--- src/rtl/bank_pkg.sv ---
package bank_pkg;

    localparam int BK_ADDR_W    = 16;
    localparam int BK_DATA_W    = 8;
    localparam int BK_IO_W      = 8;
    localparam int BK_WINDOWS   = 2;
    localparam int BK_PORT_BASE = 0;

    // Address space splits into 2*nwin equal regions; the upper nwin are windows.
    function automatic int rgn_bits(input int nwin);
        return $clog2(2 * nwin);
    endfunction

endpackage

--- src/rtl/bank_port_decode.sv ---
module bank_port_decode #(
    parameter int                IO_W      = bank_pkg::BK_IO_W,
    parameter int                NUM_WIN   = bank_pkg::BK_WINDOWS,
    parameter logic [IO_W-1:0]   PORT_BASE = '0
) (
    input  logic [IO_W-1:0]    port,
    input  logic               iorq_n,
    input  logic               wr_n,
    input  logic               rd_n,
    output logic [NUM_WIN-1:0] wr_hit,
    output logic [NUM_WIN-1:0] rd_hit
);

    logic io_wr;
    logic io_rd;

    assign io_wr = !iorq_n && !wr_n;
    assign io_rd = !iorq_n && !rd_n && wr_n;

    generate
        for (genvar g = 0; g < NUM_WIN; g++) begin : g_port
            localparam logic [IO_W-1:0] PNUM = PORT_BASE + IO_W'(g);
            logic match;
            assign match     = (port == PNUM);
            assign wr_hit[g] = io_wr && match;
            assign rd_hit[g] = io_rd && match;
        end
    endgenerate

endmodule

--- src/rtl/bank_regfile.sv ---
module bank_regfile #(
    parameter int DATA_W  = bank_pkg::BK_DATA_W,
    parameter int NUM_WIN = bank_pkg::BK_WINDOWS
) (
    input  logic                             clk,
    input  logic                             rst_n,
    input  logic                             iorq_n,
    input  logic [NUM_WIN-1:0]               wr_hit,
    input  logic [DATA_W-1:0]                din,
    output logic [NUM_WIN-1:0][DATA_W-1:0]   win_q
);

    typedef struct packed {
        logic [NUM_WIN-1:0][DATA_W-1:0] win;
        logic                           taken;
    } rf_state_t;

    rf_state_t st_d;
    rf_state_t st_q;

    always_comb begin
        st_d = st_q;
        if (iorq_n) begin
            st_d.taken = 1'b0;
        end else if ((|wr_hit) && !st_q.taken) begin
            st_d.taken = 1'b1;
            for (int i = 0; i < NUM_WIN; i++) begin
                if (wr_hit[i]) begin
                    st_d.win[i] = din;
                end
            end
        end
    end

    always_ff @(posedge clk or negedge rst_n) begin
        if (!rst_n) begin
            st_q <= '0;
        end else begin
            st_q <= st_d;
        end
    end

    assign win_q = st_q.win;

endmodule

--- src/rtl/bank_steer.sv ---
module bank_steer #(
    parameter int ADDR_W  = bank_pkg::BK_ADDR_W,
    parameter int DATA_W  = bank_pkg::BK_DATA_W,
    parameter int NUM_WIN = bank_pkg::BK_WINDOWS
) (
    input  logic [ADDR_W-1:0]               addr,
    input  logic                            mreq_n,
    input  logic [NUM_WIN-1:0][DATA_W-1:0]  win,
    output logic [DATA_W-1:0]               ba
);

    localparam int RGN_W    = bank_pkg::rgn_bits(NUM_WIN);
    localparam int SPAN_LOG = ADDR_W - RGN_W;

    typedef logic [ADDR_W:0] wide_t;

    wide_t              addr_w;
    logic [NUM_WIN-1:0] sel;

    assign addr_w = {1'b0, addr};

    generate
        for (genvar g = 0; g < NUM_WIN; g++) begin : g_win
            localparam wide_t LO = wide_t'(NUM_WIN + g) << SPAN_LOG;
            localparam wide_t HI = LO + (wide_t'(1) << SPAN_LOG);
            assign sel[g] = !mreq_n && (addr_w >= LO) && (addr_w < HI);
        end
    endgenerate

    always_comb begin
        ba = '0;
        for (int i = 0; i < NUM_WIN; i++) begin
            if (sel[i]) begin
                ba = win[i];
            end
        end
    end

endmodule

--- src/rtl/bank_window_unit.sv ---
module bank_window_unit #(
    parameter int ADDR_W    = bank_pkg::BK_ADDR_W,
    parameter int DATA_W    = bank_pkg::BK_DATA_W,
    parameter int IO_W      = bank_pkg::BK_IO_W,
    parameter int NUM_WIN   = bank_pkg::BK_WINDOWS,
    parameter int PORT_BASE = bank_pkg::BK_PORT_BASE
) (
    input  logic              clk,
    input  logic              rst_n,
    input  logic [ADDR_W-1:0] addr,
    input  logic [DATA_W-1:0] din,
    input  logic              iorq_n,
    input  logic              mreq_n,
    input  logic              wr_n,
    input  logic              rd_n,
    output logic [DATA_W-1:0] ba,
    output logic [DATA_W-1:0] dout,
    output logic              dout_oe
);

    logic [NUM_WIN-1:0]              wr_hit;
    logic [NUM_WIN-1:0]              rd_hit;
    logic [NUM_WIN-1:0][DATA_W-1:0]  win_q;

    bank_port_decode #(
        .IO_W      (IO_W),
        .NUM_WIN   (NUM_WIN),
        .PORT_BASE (IO_W'(PORT_BASE))
    ) u_dec (
        .port   (addr[IO_W-1:0]),
        .iorq_n (iorq_n),
        .wr_n   (wr_n),
        .rd_n   (rd_n),
        .wr_hit (wr_hit),
        .rd_hit (rd_hit)
    );

    bank_regfile #(
        .DATA_W  (DATA_W),
        .NUM_WIN (NUM_WIN)
    ) u_rf (
        .clk    (clk),
        .rst_n  (rst_n),
        .iorq_n (iorq_n),
        .wr_hit (wr_hit),
        .din    (din),
        .win_q  (win_q)
    );

    bank_steer #(
        .ADDR_W  (ADDR_W),
        .DATA_W  (DATA_W),
        .NUM_WIN (NUM_WIN)
    ) u_steer (
        .addr   (addr),
        .mreq_n (mreq_n),
        .win    (win_q),
        .ba     (ba)
    );

    always_comb begin
        dout    = '0;
        dout_oe = 1'b0;
        for (int i = 0; i < NUM_WIN; i++) begin
            if (rd_hit[i]) begin
                dout    = win_q[i];
                dout_oe = 1'b1;
            end
        end
    end

endmodule

--- config.mk ---
export PLATFORM = sky130hd
export DESIGN_NAME = bank_window_unit
export DESIGN_NICKNAME = d
export VERILOG_FILES = /design/src/rtl/bank_pkg.sv /design/src/rtl/bank_port_decode.sv /design/src/rtl/bank_regfile.sv /design/src/rtl/bank_steer.sv /design/src/rtl/bank_window_unit.sv
export SDC_FILE = /design/constraint.sdc
export NUM_CORES = 1
export LEC_CHECK = 0
export BUFFER_PORTS_ARGS = -buffer_cell sky130_fd_sc_hd__buf_2
export CAP_MARGIN = 20
export CELL_PAD_IN_SITES_DETAIL_PLACEMENT = 1
export CELL_PAD_IN_SITES_GLOBAL_PLACEMENT = 1
export CORE_MARGIN = 8
export CORE_UTILIZATION = 34
export DETAILED_ROUTE_END_ITERATION = 16
export PLACE_DENSITY_LB_ADDON = 0.2
export SETUP_SLACK_MARGIN = 0.2
export SLEW_MARGIN = 40
export SYNTH_ARGS = -nofsm -noshare
export SYNTH_HDL_FRONTEND = slang
export SYNTH_SLANG_ARGS = --single-unit
--- constraint.sdc ---
create_clock -name clk -period 1.45 [get_ports clk]
set_input_delay 0.145 -clock clk [delete_from_list [all_inputs] [get_ports clk]]
set_output_delay 0.145 -clock clk [all_outputs]
set_load 0.05 [all_outputs]
==> impl_metrics.tcl, run 1 <==
set metrics [dict create \
    r2r_setup_slack_ns 0.18 \
    critPathLaunchType "primary input" \
    cts.sinks 17 \
    die-area_sq_um 4820 \
    grt_use_total_pct 12.1 \
    power.density_nw_per_um2 585 \
    path_cells "buf_2 -> nor4_4 -> nand4b_4 -> buf_12 -> nor2_4 -> buf_8" \
    total_power_uw 906 \
    tightest_slew_ns 0.389 \
    synth_nets 109 \
    final_area_sq_um 1550 \
    antenna_found_initial 0 \
    coreArea_sq_um 2730 \
    drt_wl_total_um 2860 \
    rsz0062_at_grt "yes" \
    ant_nets 0 \
    dpl_cell_area_sq_um 1350 \
    grt_first_pass_wirelength_um 4770 \
    port_buffers 40 \
    total_leakage_power_uw 0.000774 \
    setup_viol 0 \
    start_util_pct 35.5 \
    synthToLayoutAreaGrowth_pct 59.7 \
    period_minus_slack_ns 1.34 \
    fin_nets 161 \
    die_y_um 69.4 \
    rows 19 \
    routed-wl-met2_um 1590 \
    pin_count 47 \
    ys_warn_count 0 \
    clock.fmax_ghz 0.748 \
    synth_cell_types 16 \
    clock_latency_ns 0.29 \
    crit_required_ns 1.31 \
    grt_max_degree 18 \
    hold_start "din[2]" \
    mostFrequentLayoutCells "buf_2, dfrtp_1, buf_6, mux2_2, mux2i_1" \
    place.gp.congestion 0.677 \
    relSlewSlack_pct 74.0 \
    reg2reg_depth 4 \
    ys_seq_area_share_pct 43.9 \
    die_w_um 69.4 \
    fill_cells 288 \
    drc 0 \
    synth_area_per_cell_sq_um 12.3 \
    r2r_start "u_rf.st_q[0]$_DFFE_PN0P_" \
    layout_commonest_cell "buf_2" \
    grt_pass1_vias 969 \
    worstSetupStartpoint "addr[2]" \
    status "complete, no violations" \
    vias_per_cell 5.04 \
    drive_gt1_share_pct 73.8 \
    clockBufferDepth 2 \
    reg2reg_to "u_rf.win_q[7]$_DFFE_PN0P_" \
    top_layer "met4" \
    max-vdd-ir-drop_mv 0.490 \
    avgRoutedWirePerCell_um 17.7 \
    critPathMaxFanout 9 \
    drt_first_pass_iters 2 \
    routed-wl-met3_um 170 \
    m1WireLength_um 1080 \
    dp_hpwl_um 2130 \
    htree_num_levels 1 \
    worstHoldPathCells 2 \
    cts_tree "yes" \
    ys_seq_elements 17 \
    syn_inst 79 \
    syn_area_sq_um 970 \
    crit_family "simple AND/OR/NAND/NOR gates" \
    crit_path_top_delay_cell "nor4_4" \
    arrival_ns 1.19 \
    skew_ns 0.00213 \
    overflow 0 \
    hold_class "in -> reg" \
    final_hold_viol_count 0 \
    post-route-period-util_pct 92.3 \
    cpPeakStageDelay_ns 0.34 \
    clkTransAtPathRegs_ns 0.10 \
    finalMaxSlewViolations 0 \
    cts_inserted_buffers 3 \
    critPathBufInv 3 \
    holdPathEnd "u_rf.win_q[2]$_DFFE_PN0P_" \
    critPathCaptureType "primary output" \
    crit_type "in -> out" \
    antenna_cells 0 \
    whs_ns 0.0891 \
    vias 812 \
    drt_iter0_drc 11 \
    root_buffer "clkbuf_4" \
    maxCapViolCount 0 \
    postLayoutCoreUtil_pct 56.7 \
]
==> where the power goes <==
group,internal (uW),total [uW],switching [uW]
clock network,105,259,154
registers,486,496,10.2
logic,70.8,150,79.6
total,662,906,244
==> kinds of logic after synthesis <==
group           share of synthesized area (%)
mux                                      35.1
flops                                    43.9
compound gates                          0.516
buf+inv                                  1.68
simple gates                             18.8
==> area by class of cell <==
cell class                 count  area [sq um]  share of cell area (%)
tap                           31          38.8                    2.50
clock buffer                   3          22.5                    1.45
clock inverter                 1          7.51                   0.485
inverter                       1          7.51                   0.485
multi-input combinational     58           639                    41.3
sequential                    17           425                    27.5
timing repair buffer          50           408                    26.3
==> worst max path at each step <==
stage                           endpoint  cells after the start
5_1_grt                          dout[3]                      6
3_3_place_gp   u_rf.win_q[7]$_DFFE_PN0P_                      5
4_1_cts                          dout[3]                      6
2_1_floorplan                    dout[0]                      3
6_report                         dout[3]                      6
3_5_place_dp   u_rf.win_q[7]$_DFFE_PN0P_                      5
==> flip-flops by register name, indices dropped and copies added (netlist names) <==
signal and flops:
u_rf.st_q 1, u_rf.win_q 16
==> metrics by stage <==
stage          setup TNS [ns]  std cells  setup slack (ns)
4_1_cts                     0        161             0.108
6_report                    0        161             0.112
2_1_floorplan          -0.483         79           -0.0588
5_1_grt                     0        161            0.0586
3_3_place_gp           -0.389        154           -0.0595
3_5_place_dp            -1.20        154            -0.105
==> synth_stat cells (all sizes together) <==
library cell / instances / area share (%)
inv: 1 / 0.39
nand4b: 2 / 4.0
nor4: 3 / 5.0
mux2: 16 / 19
nand2b: 1 / 0.65
dfrtp: 17 / 44
clkbuf: 1 / 0.39
mux2i: 16 / 17
a21oi: 1 / 0.52
nand4: 1 / 2.2
buf: 2 / 0.90
nor2: 18 / 7.0
==> worst reg2reg max path: cells and delay by family, from the launching register on <==
family	cells	cell delay [ns]
DFF	1	0.39
muxes	1	0.35
and+or+nand+nor	2	0.28
buffers and inverters	1	0.14
==> what timing repair did <==
item | 4_1_cts | 5_1_grt
hold buffers | 1 | 0
pin swaps | 4 | 1
hold endpoints to repair | 17 | 0
setup endpoints to repair | 33 | 33
gates resized for setup | 39 | 4
buffers inserted | 2 | 0
==> layer usage <==
metal | global-route usage (%) | up-vias
li1 | - | 382
met1 | 12.4 | 406
met2 | 22.4 | 22
met3 | 4.15 | 2
met4 | 3.19 | 0
met5 | 0 | -
(Power assumes the default switching activity.)
==> run 2, diff against run 1 <==
- CORE_UTILIZATION: 34 -> 35
- CTS_BUF_LIST: not set -> sky130_fd_sc_hd__clkbuf_4 sky130_fd_sc_hd__clkbuf_8
==> run 2 against run 1 <==
  * Sequential power barely moved
  * First-iteration DRC count fell by 18%
  * Die area is 2.2% lower
  * Clock power up 2%
==> impl_metrics.tcl, run 2 (synthesized netlist as in run 1, its figures left out) <==
set metrics [dict create \
    status "complete, no violations" \
    max-vdd-ir-drop_mv 0.468 \
    drt_first_pass_iters 3 \
    postLayoutCoreUtil_pct 58.6 \
    clkTransAtPathRegs_ns 0.11 \
    fin_nets 161 \
    dpl_cell_area_sq_um 1330 \
    r2r_start "u_rf.st_q[0]$_DFFE_PN0P_" \
    drc 0 \
    worstSetupStartpoint "addr[5]" \
    antenna_found_initial 0 \
    grt_max_degree 18 \
    antenna_cells 0 \
    dp_hpwl_um 2070 \
    post-route-period-util_pct 91.2 \
    tightest_slew_ns 0.399 \
    port_buffers 40 \
    critPathBufInv 3 \
    rsz0062_at_grt "yes" \
    synthToLayoutAreaGrowth_pct 62.5 \
    path_cells "buf_6 -> nor4_4 -> nand4b_4 -> buf_8 -> nor2_4 -> buf_6" \
    crit_type "in -> out" \
    relSlewSlack_pct 73.4 \
    crit_family "simple AND/OR/NAND/NOR gates" \
    start_util_pct 36.1 \
    arrival_ns 1.18 \
    crit_required_ns 1.31 \
    finalMaxSlewViolations 0 \
    crit_top_cell "buf_6" \
    total_leakage_power_uw 0.000783 \
    skew_ns 0.00900 \
    critPathLaunchType "primary input" \
    final_area_sq_um 1580 \
    root_buffer "clkbuf_4" \
    maxCapViolCount 0 \
    critPathMaxFanout 5 \
    layout_commonest_cell "buf_2" \
    hold_start "din[5]" \
    vias 818 \
    clock_latency_ns 0.29 \
    die_w_um 68.6 \
    grt_pass1_vias 893 \
    crit_path_top_delay_cell "nor4_4" \
    period_minus_slack_ns 1.32 \
    hold_class "in -> reg" \
    htree_num_levels 1 \
    drive_gt1_share_pct 72.3 \
    drt_iter0_drc 9 \
    multiInputGateArea_sq_um 636 \
    clock.fmax_ghz 0.756 \
    mostFrequentLayoutCells "buf_2, buf_6, dfrtp_1, mux2_2, mux2i_1" \
    cts_inserted_buffers 3 \
    r2r_setup_slack_ns 0.19 \
    largest_register_ffs 16 \
    rows 19 \
    drt_wl_total_um 2780 \
    ant_nets 0 \
    die-area_sq_um 4710 \
    cts.sinks 17 \
    clockBufferDepth 2 \
    power.density_nw_per_um2 581 \
    total_power_uw 915 \
    avgRoutedWirePerCell_um 17.3 \
    overflow 0 \
    cpPeakStageDelay_ns 0.34 \
    coreArea_sq_um 2690 \
    die_y_um 68.6 \
    final_hold_viol_count 0 \
    vias_per_cell 5.08 \
    cts_tree "yes" \
    place.gp.congestion 0.736 \
    critPathCaptureType "primary output" \
    setup_viol 0 \
    regArea_sq_um 425 \
    pin_count 47 \
    grt_use_total_pct 12.1 \
    fill_cells 277 \
    grt_first_pass_wirelength_um 4370 \
]
==> run 2: cell types whose count changed in the layout (fill, tap and decap cells not counted) <==
cell / before / now
buf_2: 23 / 19
buf_8: 2 / 5
buf_6: 16 / 18
buf_12: 1 / 0
buf_4: 7 / 6
dlygate4sd3_1: 1 / 2
mux2i_1: 11 / 12
mux2i_2: 5 / 4
==> run 2: what timing repair did <==
item	in CTS	in global routing
buffers inserted	1	1
pin swaps	4	1
resized for setup	47	4
hold endpoints to repair	18	1
hold buffers	1	1
setup endpoints to repair	30	33
==> run 2: final cells by class <==
cell class                 instances  area share, %
tap                               31           2.46
multi-input combinational         58           40.3
inverter                           1          0.477
clock inverter                     1          0.477
clock buffer                       3           1.43
timing repair buffer              50           27.8
sequential                        17           27.0
==> run 2: final timing paths <==
path | end | cells after the start
hold / removal | u_rf.win_q[13]$_DFFE_PN0P_ | 2
min in group asynchronous | u_rf.win_q[2]$_DFFE_PN0P_ | 2
setup reg to reg | u_rf.win_q[7]$_DFFE_PN0P_ | 4
max in group asynchronous | u_rf.win_q[1]$_DFFE_PN0P_ | 2
hold reg to reg | u_rf.st_q[0]$_DFFE_PN0P_ | 2
setup / recovery | dout[5] | 6
==> run 2: per-layer routing <==
layer	vias up	wire [um]	track usage, %
met2	24	1460	20.7
met5	-	0	0
li1	383	-	-
met1	411	1110	14.6
met3	0	220	4.04
met4	0	0	2.30
==> run 2: per-stage QoR <==
| step | std cells | worst slack (ns) | hold slack [ns] | setup TNS [ns] |
|---|---|---|---|---|
| 3_3_place_gp | 153 | -0.0656 | 0.0864 | -0.474 |
| 5_1_grt | 161 | 0.0570 | 0.0722 | 0 |
| 3_5_place_dp | 153 | -0.0634 | 0.0911 | -0.423 |
| 2_1_floorplan | 79 | -0.0588 | -0.151 | -0.483 |
| 6_report | 161 | 0.127 | 0.0919 | 0 |
| 4_1_cts | 159 | 0.127 | -0.00328 | 0 |
==> run 2: power by group <==
part / total (uW) / internal (uW) / switching [uW]
registers: 496 / 486 / 10.1
clock network: 265 / 105 / 160
logic: 154 / 75.8 / 78.2
total: 915 / 666 / 248
